`src/rtl/lane_sram_pkg.sv`:
```
package lane_sram_pkg;
  typedef struct packed {
    logic load;   // capture the request
    logic selOn;  // chip selects active
    logic rdOn;   // output enables active
    logic wrOn;   // write strobe active
  } laneCtl_t;
endpackage

```
`src/rtl/lane_sram_dpath.sv`:
```
module lane_sram_dpath
  import lane_sram_pkg::*;
#(
  parameter int ADDR_W = 32,
  parameter int LANES = 4,
  parameter int DEV_AW = 12,
  parameter logic [ADDR_W-1:0] BASE_ADDR = 32'hCD00_0000
) (
  input  logic              clk,
  input  logic              rstN,
  input  laneCtl_t          ctl,
  input  logic [ADDR_W-1:0] busAddr,
  input  logic [LANES-1:0]  busByteEn,
  output logic              hitNow,
  output logic              anyLane,
  output logic [LANES-1:0]  chipSel,
  output logic [LANES-1:0]  outEn,
  output logic [LANES-1:0]  wrEn,
  output logic [DEV_AW-1:0] devAddr
);
  localparam int LANE_W = $clog2(LANES);
  localparam int OFF_W = DEV_AW + LANE_W;

  logic [DEV_AW-1:0] addrQ;
  logic [LANES-1:0]  laneQ;

  assign hitNow  = (busAddr[ADDR_W-1:OFF_W] == BASE_ADDR[ADDR_W-1:OFF_W]);
  assign anyLane = |busByteEn;

  always_ff @(posedge clk or negedge rstN) begin
    if (!rstN) begin
      addrQ <= '0;
      laneQ <= '0;
    end else if (ctl.load) begin
      addrQ <= busAddr[OFF_W-1:LANE_W];
      laneQ <= busByteEn;
    end
  end

  assign devAddr = addrQ;

  for (genvar g = 0; g < LANES; g++) begin : g_lane
    assign chipSel[g] = ctl.selOn & laneQ[g];
    assign outEn[g]   = ctl.rdOn  & laneQ[g];
    assign wrEn[g]    = ctl.wrOn  & laneQ[g];
  end

  p_we_pulse_r5: assert property (@(posedge clk) disable iff (!rstN)
    (|wrEn) |=> !(|wrEn));
  p_cs_hold_r5: assert property (@(posedge clk) disable iff (!rstN)
    (|wrEn) |=> (chipSel == $past(chipSel)));
  p_oe_we_excl_r4: assert property (@(posedge clk) disable iff (!rstN)
    !((|outEn) && (|wrEn)));
  p_oe_in_cs_r4: assert property (@(posedge clk) disable iff (!rstN)
    ((outEn & ~chipSel) == '0));
  p_addr_stable_r2: assert property (@(posedge clk) disable iff (!rstN)
    ((|chipSel) && $past(|chipSel)) |-> $stable(devAddr));
endmodule

```
`src/rtl/lane_sram_ctrl.sv`:
```
module lane_sram_ctrl
  import lane_sram_pkg::*;
(
  input  logic     clk,
  input  logic     rstN,
  input  logic     busValid,
  input  logic     busWrite,
  input  logic     hitNow,
  input  logic     anyLane,
  output laneCtl_t ctl,
  output logic     busAck
);
  typedef enum logic [1:0] {ST_IDLE, ST_STROBE, ST_HOLD} accState_t;

  accState_t state, stateNext;
  logic      writeQ;
  logic      startAcc;

  assign startAcc = (state == ST_IDLE) && busValid && hitNow && anyLane;

  always_comb begin
    stateNext = state;
    case (state)
      ST_IDLE:   if (startAcc) stateNext = ST_STROBE;
      ST_STROBE: stateNext = ST_HOLD;
      ST_HOLD:   stateNext = ST_IDLE;
      default:   stateNext = ST_IDLE;
    endcase
  end

  always_ff @(posedge clk or negedge rstN) begin
    if (!rstN) begin
      state  <= ST_IDLE;
      writeQ <= 1'b0;
    end else begin
      state <= stateNext;
      if (startAcc) writeQ <= busWrite;
    end
  end

  always_comb begin
    ctl.load  = startAcc;
    ctl.selOn = (state != ST_IDLE);
    ctl.rdOn  = (state != ST_IDLE) && !writeQ;
    ctl.wrOn  = (state == ST_STROBE) && writeQ;
  end

  assign busAck = (state == ST_HOLD);

  p_ack_single_r6: assert property (@(posedge clk) disable iff (!rstN)
    busAck |=> !busAck);
  p_ack_after_sel_r7: assert property (@(posedge clk) disable iff (!rstN)
    busAck |-> $past(ctl.selOn));
  p_quiet_after_ack_r7: assert property (@(posedge clk) disable iff (!rstN)
    busAck |=> !ctl.selOn);
  p_miss_no_load_r1: assert property (@(posedge clk) disable iff (!rstN)
    (busValid && !hitNow) |-> !ctl.load);
endmodule

```
`src/rtl/lane_sram_decoder.sv`:
```
module lane_sram_decoder
  import lane_sram_pkg::*;
#(
  parameter int ADDR_W = 32,
  parameter int LANES = 4,
  parameter int DEV_AW = 12,
  parameter logic [ADDR_W-1:0] BASE_ADDR = 32'hCD00_0000
) (
  input  logic              clk,
  input  logic              rstN,
  input  logic              busValid,
  input  logic [ADDR_W-1:0] busAddr,
  input  logic [LANES-1:0]  busByteEn,
  input  logic              busWrite,
  output logic [LANES-1:0]  chipSel,
  output logic [LANES-1:0]  outEn,
  output logic [LANES-1:0]  wrEn,
  output logic [DEV_AW-1:0] devAddr,
  output logic              busAck
);
  laneCtl_t ctl;
  logic     hitNow;
  logic     anyLane;

  lane_sram_ctrl ctrl_i (
    .clk(clk), .rstN(rstN), .busValid(busValid), .busWrite(busWrite),
    .hitNow(hitNow), .anyLane(anyLane), .ctl(ctl), .busAck(busAck)
  );

  lane_sram_dpath #(
    .ADDR_W(ADDR_W), .LANES(LANES), .DEV_AW(DEV_AW), .BASE_ADDR(BASE_ADDR)
  ) dpath_i (
    .clk(clk), .rstN(rstN), .ctl(ctl), .busAddr(busAddr), .busByteEn(busByteEn),
    .hitNow(hitNow), .anyLane(anyLane), .chipSel(chipSel), .outEn(outEn),
    .wrEn(wrEn), .devAddr(devAddr)
  );

  p_reset_quiet_r10: assert property (@(posedge clk)
    !rstN |-> (chipSel == '0 && wrEn == '0 && outEn == '0 && !busAck));
endmodule

```
`config.mk`:
```
export PLATFORM = sky130hd
export DESIGN_NAME = lane_sram_decoder
export DESIGN_NICKNAME = d
export VERILOG_FILES = /design/src/rtl/lane_sram_pkg.sv /design/src/rtl/lane_sram_dpath.sv /design/src/rtl/lane_sram_ctrl.sv /design/src/rtl/lane_sram_decoder.sv
export SDC_FILE = /design/constraint.sdc
export NUM_CORES = 1
export LEC_CHECK = 0
export CAP_MARGIN = 30
export CORE_UTILIZATION = 34
export DETAILED_ROUTE_END_ITERATION = 16
export GPL_ROUTABILITY_DRIVEN = 0
export PLACE_DENSITY = 0.78
export SLEW_MARGIN = 20
export SYNTH_ARGS = -nofsm -noshare
export SYNTH_HDL_FRONTEND = slang
export SYNTH_HIERARCHICAL = 1
export SYNTH_SLANG_ARGS = --single-unit
```
`constraint.sdc`:
```
create_clock -name clk -period 1.7 [get_ports clk]
set_input_delay 0.425 -clock clk [delete_from_list [all_inputs] [get_ports clk]]
set_output_delay 0.425 -clock clk [all_outputs]
set_load 0.01 [all_outputs]
```
==> impl_metrics.sql, run 1 <==
INSERT INTO impl_metrics (metric_group, metric, value, unit) VALUES
('critical_path', 'critPathKind', 'reg -> out', ''),
('critical_path', 'critPathMaxFanout', '3', ''),
('sta', 'hold-worst-slack', '0.4621', 'ns'),
('floorplanning', 'dieArea', '0.002951', 'mm2'),
('cells_and_area', 'area_delta_synth_final', '86.83', '%'),
('floorplanning', 'die_height', '54.33', 'um'),
('detailed_routing', 'drt-pass1-iter-count', '2', ''),
('sta', 'final_hold_vio_count', '0', ''),
('logic_synthesis', 'avgSynthCellArea', '13.89', 'um2'),
('cells_and_area', 'antennaDiodeCount', '0', ''),
('critical_path', 'critical-path-max-stage-delay', '0.41', 'ns'),
('place', 'post-dp-hpwl', '2023', 'um'),
('detailed_routing', 'drt_drc_violations_left', '0', ''),
('critical_path', 'crit_buf_inv', '3', ''),
('detailed_routing', 'routed-via-count', '816', ''),
('logic_synthesis', 'ffs_latches_synth', '19', ''),
('place', 'io_buffer_count', '62', ''),
('global_routing', 'grt_overflow_total', '0', ''),
('sta', 'rsz0062_at_grt', 'true', ''),
('cells_and_area', 'drive_gt1_share', '42.14', '%'),
('logic_synthesis', 'postSynthNetCount', '107', ''),
('clocking', 'ctsLongestPathBuffers', '2', ''),
('logic_synthesis', 'synthCells', '67', ''),
('detailed_routing', 'topRoutingLayerUsed', 'met4', ''),
('floorplanning', 'dieWidth', '54.33', 'um'),
('sta', 'timing.final.ws_setup', '-0.1489', 'ns'),
('floorplanning', 'top_level_ports', '65', ''),
('sta', 'timing.fmax', '0.5409', 'GHz'),
('logic_synthesis', 'synth_area', '930.9', 'um2'),
('global_routing', 'grt.total_usage', '20.67', '%'),
('clocking', 'ctsHtreeMaxLevel', '1', ''),
('critical_path', 'path_delay_family', 'flip-flops', ''),
('place', 'post-place-cells', '162', ''),
('global_routing', 'maximum_number_of_pins_on_one_net_before_global_route_repair', '20', ''),
('critical_path', 'critical_path.reg2reg.endpoint', 'dpath_i/devAddr[6]', ''),
('clocking', 'path_clk_slew', '0.11', 'ns'),
('pwr', 'p_sw', '0.0001670', 'W'),
('cells_and_area', 'instances_no_fill', '170', ''),
('critical_path', 'ff2ff_setup_slack', '-0.07', 'ns'),
('logic_synthesis', 'fraction_of_post_synthesis_cell_area_in_the_top_cell_type_by_area', '51.08', '%'),
('logic_synthesis', 'synthDistinctLibCells', '19', ''),
('detailed_routing', 'routed_via_density', '4.800', ''),
('clocking', 'cts.sinks', '19', ''),
('logic_synthesis', 'yosysWarningCount', '6', ''),
('pwr', 'cellLeakagePower', '0.8810', 'nW'),
('detailed_routing', 'routed-wl-met3', '237', 'um'),
('logic_synthesis', 'synth_top_area_cell', 'sky130_fd_sc_hd__dfrtp_1', ''),
('outcome', 'status', 'finished, violations left', ''),
('global_routing', 'global_route_wire_length_before_repair', '4126', 'um'),
('sta', 'final-max-slew-violation-count', '0', ''),
('global_routing', 'grt_antenna_before_repair', '0', ''),
('logic_synthesis', 'synthTopCellsByArea', 'sky130_fd_sc_hd__dfrtp_1 (51%), sky130_fd_sc_hd__mux2_4 (18%), sky130_fd_sc_hd__and2_1 (8.7%)', ''),
('flow_run', 'max-cap-violations', '0', ''),
('worst_hold_path', 'holdCritPathClass', 'in -> async', ''),
('detailed_routing', 'postRouteAntennaNets', '0', ''),
('pwr', 'max-vdd-ir-drop', '0.2666', 'mV'),
('outcome', 'failing_checks', 'setup timing', ''),
('clocking', 'cts_root_buf', 'sky130_fd_sc_hd__clkbuf_4', ''),
('floorplanning', 'core_area', '0.002522', 'mm2'),
('pwr', 'pwr_cell_area', '446.0', 'mW/mm2'),
('pwr', 'power_report.internal_total', '0.0006087', 'W'),
('critical_path', 'slowest_library_cell_on_the_worst_path', 'sky130_fd_sc_hd__dfrtp_1', ''),
('critical_path', 'timing.rr.start', 'ctrl_i/state[1]', ''),
('critical_path', 'endpoint_type_of_the_worst_setup_path', 'output pin', ''),
('pwr', 'p_comb_share', '12.1', '%'),
('sta', 'setup_viol_count_final', '29', ''),
('clocking', 'cts_buffers', '3', ''),
('floorplanning', 'initial_cell_density_of_the_core', '36.90', '%'),
('sta', 'maxSlewHeadroom', '83.58', '%'),
('critical_path', 'worstSetupStartpoint', 'ctrl_i/state[1]', ''),
('critical_path', 'ff2ff_path_depth', '7', '');
## worst max path at each step
stage	to	slack (ns)	depth (start not counted)
final	outEn[1]	-0.15	6
after CTS	outEn[1]	-0.15	6
after global routing	outEn[1]	-0.19	6
after floorplan	dpath_i/devAddr[10]	-0.19	6
after global placement	dpath_i/laneQ[2]	-0.52	7
after detailed placement	dpath_i/laneQ[1]	-0.61	7
## Yosys cell counts
| cell type | number |
|---|---|
| sky130_fd_sc_hd__mux2_2 | 6 |
| sky130_fd_sc_hd__nor2_2 | 1 |
| sky130_fd_sc_hd__and2_1 | 13 |
| sky130_fd_sc_hd__nor2_1 | 3 |
| sky130_fd_sc_hd__and4_1 | 1 |
| sky130_fd_sc_hd__inv_1 | 1 |
| sky130_fd_sc_hd__nand4bb_1 | 1 |
| sky130_fd_sc_hd__or4_1 | 1 |
| sky130_fd_sc_hd__nand4_1 | 1 |
| sky130_fd_sc_hd__and4b_1 | 1 |
| sky130_fd_sc_hd__buf_4 | 1 |
| sky130_fd_sc_hd__and2b_1 | 1 |
| sky130_fd_sc_hd__nor2b_1 | 1 |
| sky130_fd_sc_hd__buf_12 | 1 |
| sky130_fd_sc_hd__mux2_4 | 11 |
| sky130_fd_sc_hd__and4_4 | 1 |
| sky130_fd_sc_hd__nor4_1 | 2 |
| sky130_fd_sc_hd__dfrtp_1 | 19 |
| sky130_fd_sc_hd__buf_6 | 1 |
## final cells by class
cell class                 instances  area, um2
fill                             208      783.3
timing repair buffer              72      705.7
multi-input combinational         44      490.5
sequential                        19      475.5
tap                               30      37.54
clock buffer                       4      26.28
inverter                           1      3.754
## cell usage in the layout (no fill, tap or decap), types with 2 or more instances in the layout
master / n
sky130_fd_sc_hd__clkdlybuf4s50_1: 26
sky130_fd_sc_hd__nor2_1: 2
sky130_fd_sc_hd__and2_1: 6
sky130_fd_sc_hd__dfrtp_1: 19
sky130_fd_sc_hd__clkbuf_4: 3
sky130_fd_sc_hd__nor2_4: 2
sky130_fd_sc_hd__and2_4: 7
sky130_fd_sc_hd__dlymetal6s2s_1: 5
sky130_fd_sc_hd__mux2_4: 17
sky130_fd_sc_hd__buf_4: 4
sky130_fd_sc_hd__dlygate4sd2_1: 10
sky130_fd_sc_hd__buf_2: 8
sky130_fd_sc_hd__buf_6: 10
sky130_fd_sc_hd__clkdlybuf4s15_1: 6
## worst register-to-register path: stages, from the launching register on
cell and delay (ns):
sky130_fd_sc_hd__dfrtp_1 0.41, sky130_fd_sc_hd__buf_6 0.13, sky130_fd_sc_hd__nor2_4 0.17, sky130_fd_sc_hd__buf_4 0.14, sky130_fd_sc_hd__buf_6 0.08, sky130_fd_sc_hd__and4_4 0.29, sky130_fd_sc_hd__buf_6 0.15, sky130_fd_sc_hd__mux2_4 0.30
## power groups by stage
stage	registers, W	logic [W]	clock network (W)
after global placement	0.000461	0.000106	0
after CTS	0.000452	0.0000967	0.000242
final	0.000452	0.0000939	0.000230
after floorplan	0.000461	0.00000579	0
after global routing	0.000452	0.000102	0.000257
after detailed placement	0.000461	0.000110	0
## cell families after synthesis
logic type | Yosys count | share of synthesized area (%)
DFF | 19 | 51.08
and+or+nand+nor | 27 | 19.36
muxes | 17 | 25.00
buffers and inverters | 4 | 4.570
## through the flow
stage	TNS (ns)	area [um2]	total power [W]	util [%]
floorplan	-2.222	955.9	0.0004665	-
global placement	-9.736	1629	0.0005664	64.58
detailed placement	-11.42	1629	0.0005704	64.58
CTS	-0.9400	1677	0.0007902	66.47
global route	-2.993	1739	0.0008112	68.95
finish	-1.957	1739	0.0007757	68.95
## sequential cells by signal, indices dropped and copies added, names as in the netlist
name             count
dpath_i/devAddr     12
dpath_i/laneQ        4
ctrl_i/state         2
ctrl_i/writeQ        1
## repair_timing
item / 4_1_cts / 5_1_grt
pin swaps: 11 / 8
cloned: 1 / 0
setup endpoints to repair: 30 / 31
resized for setup: 95 / 20
hold buffers: 0 / 0
buffers inserted: 2 / 1
## layer usage
layer / track usage (%) / up-vias
li1: - / 381
met1: 23.14 / 388
met2: 36.38 / 42
met3: 5.556 / 5
met4: 8.974 / 0
met5: 0 / -
Power figures use the tool's default switching activity.
==> run 2: changes to the inputs <==
--- a/config.mk
+++ b/config.mk
@@ -6,6 +6,7 @@
 export NUM_CORES = 1
 export LEC_CHECK = 0
 export CAP_MARGIN = 30
+export CORE_MARGIN = 2
 export CORE_UTILIZATION = 34
 export DETAILED_ROUTE_END_ITERATION = 16
 export GPL_ROUTABILITY_DRIVEN = 0
==> impl_metrics.sql, run 2 (synthesis gave the netlist of run 1 again) <==
INSERT INTO impl_metrics (metric_group, metric, value, unit) VALUES
('detailed_routing', 'route.detailed.wl_per_inst', '15.02', 'um'),
('detailed_routing', 'topRoutingLayerUsed', 'met4', ''),
('cells_and_area', 'instances_no_fill', '170', ''),
('global_routing', 'maximum_number_of_pins_on_one_net_before_global_route_repair', '20', ''),
('critical_path', 'start_kind', 'register', ''),
('cells_and_area', 'final_nets', '181', ''),
('sta', 'maxSlewHeadroom', '83.24', '%'),
('cells_and_area', 'seqCellArea', '475.5', 'um2'),
('clocking', 'clock_insertion_delay_at_the_later_pin_of_the_skew_report', '0.29', 'ns'),
('sta', 'timing.final.crit_share', '106.5', '%'),
('place', 'pre_cts_ws', '-0.5592', 'ns'),
('place', 'io_buffer_count', '62', ''),
('cells_and_area', 'most_frequent_cells_in_the_layout', 'sky130_fd_sc_hd__clkdlybuf4s50_1 (25), sky130_fd_sc_hd__dfrtp_1 (19), sky130_fd_sc_hd__mux2_4 (17), sky130_fd_sc_hd__dlygate4sd2_1 (11), sky130_fd_sc_hd__buf_6 (9)', ''),
('pwr', 'pwr_cell_area', '438.9', 'mW/mm2'),
('cells_and_area', 'mostFrequentLayoutCell', 'sky130_fd_sc_hd__clkdlybuf4s50_1', ''),
('sta', 'timing.final.ws_setup', '-0.1112', 'ns'),
('clocking', 'ctsLongestPathBuffers', '2', ''),
('clocking', 'cts_root_buf', 'sky130_fd_sc_hd__clkbuf_4', ''),
('pwr', 'max-vdd-ir-drop', '0.3716', 'mV'),
('sta', 'rsz0062_at_grt', 'true', ''),
('flow_run', 'max-cap-violations', '0', ''),
('cells_and_area', 'largest_register_ff_count', '12', ''),
('outcome', 'status', 'finished, violations left', ''),
('sta', 'timing.final.crit_period', '1.811', 'ns'),
('detailed_routing', 'routed_via_density', '4.771', ''),
('critical_path', 'critical_path_required', '1.27', 'ns'),
('clocking', 'cts.sinks', '19', ''),
('place', 'post-place-cells', '160', ''),
('clocking', 'cts_buffers', '3', ''),
('floorplanning', 'core_area', '0.002545', 'mm2'),
('global_routing', 'grt.total_usage', '17.22', '%'),
('clocking', 'path_clk_slew', '0.10', 'ns'),
('cells_and_area', 'antennaDiodeCount', '0', ''),
('sta', 'timing.fmax', '0.5521', 'GHz'),
('detailed_routing', 'routed-via-count', '811', ''),
('floorplanning', 'initial_cell_density_of_the_core', '36.58', '%'),
('cells_and_area', 'drive_gt1_share', '44.29', '%'),
('detailed_routing', 'routed-wl-met3', '225', 'um'),
('cells_and_area', 'fillers', '187', ''),
('floorplanning', 'die_height', '56.33', 'um'),
('global_routing', 'grt_antenna_before_repair', '0', ''),
('cells_and_area', 'area_delta_synth_final', '87.63', '%'),
('pwr', 'cellLeakagePower', '0.9003', 'nW'),
('detailed_routing', 'postRouteAntennaNets', '0', ''),
('floorplanning', 'num_rows', '18', ''),
('global_routing', 'grt_pass1_vias', '930', ''),
('floorplanning', 'dieArea', '0.003173', 'mm2'),
('floorplanning', 'top_level_ports', '65', ''),
('detailed_routing', 'met1Wirelength', '1063', 'um'),
('global_routing', 'grt_overflow_total', '0', ''),
('sta', 'final_hold_vio_count', '0', ''),
('critical_path', 'critPathMaxFanout', '4', ''),
('sta', 'setup_viol_count_final', '12', ''),
('critical_path', 'critPathKind', 'reg -> out', ''),
('cells_and_area', 'area_used_by_multi_input_combinational_logic', '495.5', 'um2'),
('sta', 'hold-worst-slack', '0.4600', 'ns'),
('detailed_routing', 'met2_wirelength', '1253', 'um'),
('place', 'post-dp-hpwl', '1964', 'um'),
('detailed_routing', 'drt-total-wl', '2554', 'um'),
('detailed_routing', 'drt-pass1-iter-count', '3', ''),
('worst_hold_path', 'holdCritPathClass', 'in -> async', ''),
('sta', 'clock_skew', '0.001971', 'ns'),
('critical_path', 'ff2ff_setup_slack', '0.07', 'ns'),
('sta', 'tightestPinTransition', '0.2513', 'ns'),
('global_routing', 'global_route_wire_length_before_repair', '4215', 'um'),
('outcome', 'failing_checks', 'setup timing', ''),
('detailed_routing', 'detail_route.iter0.violations', '3', ''),
('floorplanning', 'dieWidth', '56.33', 'um'),
('critical_path', 'critPathArrivalTime', '1.39', 'ns'),
('clocking', 'ctsHtreeMaxLevel', '1', ''),
('clocking', 'cts_tree', 'done', ''),
('critical_path', 'endpoint_type_of_the_worst_setup_path', 'output pin', ''),
('detailed_routing', 'drt_drc_violations_left', '0', ''),
('sta', 'final-max-slew-violation-count', '0', '');
[run 2: critical path, cell delays in order, from the launching register on]
cell	delay [ns]
sky130_fd_sc_hd__dfrtp_1	0.41
sky130_fd_sc_hd__buf_6	0.13
sky130_fd_sc_hd__nor2_4	0.12
sky130_fd_sc_hd__buf_4	0.13
sky130_fd_sc_hd__inv_2	0.04
sky130_fd_sc_hd__and2_1	0.13
sky130_fd_sc_hd__buf_2	0.14
[run 2: layer usage]
metal	GRT usage [%]	vias to the layer above
met5	0	-
met4	5.102	0
met3	7.834	2
met2	26.89	38
met1	21.37	391
li1	-	380
[run 2: metrics by stage]
step	setup TNS (ns)	area [um2]	utilization (%)	total power, W
2_1_floorplan	-2.222	955.9	-	0.0004665
6_report	-1.027	1747	68.63	0.0007666
4_1_cts	-0.7775	1658	65.14	0.0007854
3_3_place_gp	-9.900	1614	63.42	0.0005650
3_5_place_dp	-10.94	1614	63.42	0.0005683
5_1_grt	-2.149	1747	68.63	0.0008200
[run 2: power by group]
part / switching [W] / total, W / leakage, nW / internal, W
Clock: 0.000133 / 0.000224 / 0.0150 / 0.0000912
Sequential: 0.0000000277 / 0.000452 / 0.266 / 0.000452
Combinational: 0.0000274 / 0.0000908 / 0.620 / 0.0000634
[run 2: final timing paths]
kind,from,end,cells after the start
hold / removal,rstN,ctrl_i/state[0],2
hold reg to reg,dpath_i/devAddr[2],dpath_i/devAddr[2],1
setup reg to reg,ctrl_i/state[1],dpath_i/devAddr[2],6
setup / recovery,ctrl_i/state[1],chipSel[1],6
min in group clk,busByteEn[2],dpath_i/laneQ[2],2
max in group asynchronous,rstN,dpath_i/devAddr[11],2
[run 2: repair_timing]
item / in CTS / in global routing
endpoints found under the hold margin: 0 / 0
resized for setup: 86 / 33
pin swaps: 10 / 7
gates cloned: 1 / 0
setup buffers: 3 / 2
endpoints found under the setup margin: 30 / 32
hold buffers: 0 / 0
[run 2: area by class of cell]
type,count,share of cell area (%)
repair buffers,72,40.54
multi-input cells,44,28.37
flip-flops and latches,19,27.22
well taps,30,2.149
clock buffers,4,1.504
inverters,1,0.2149
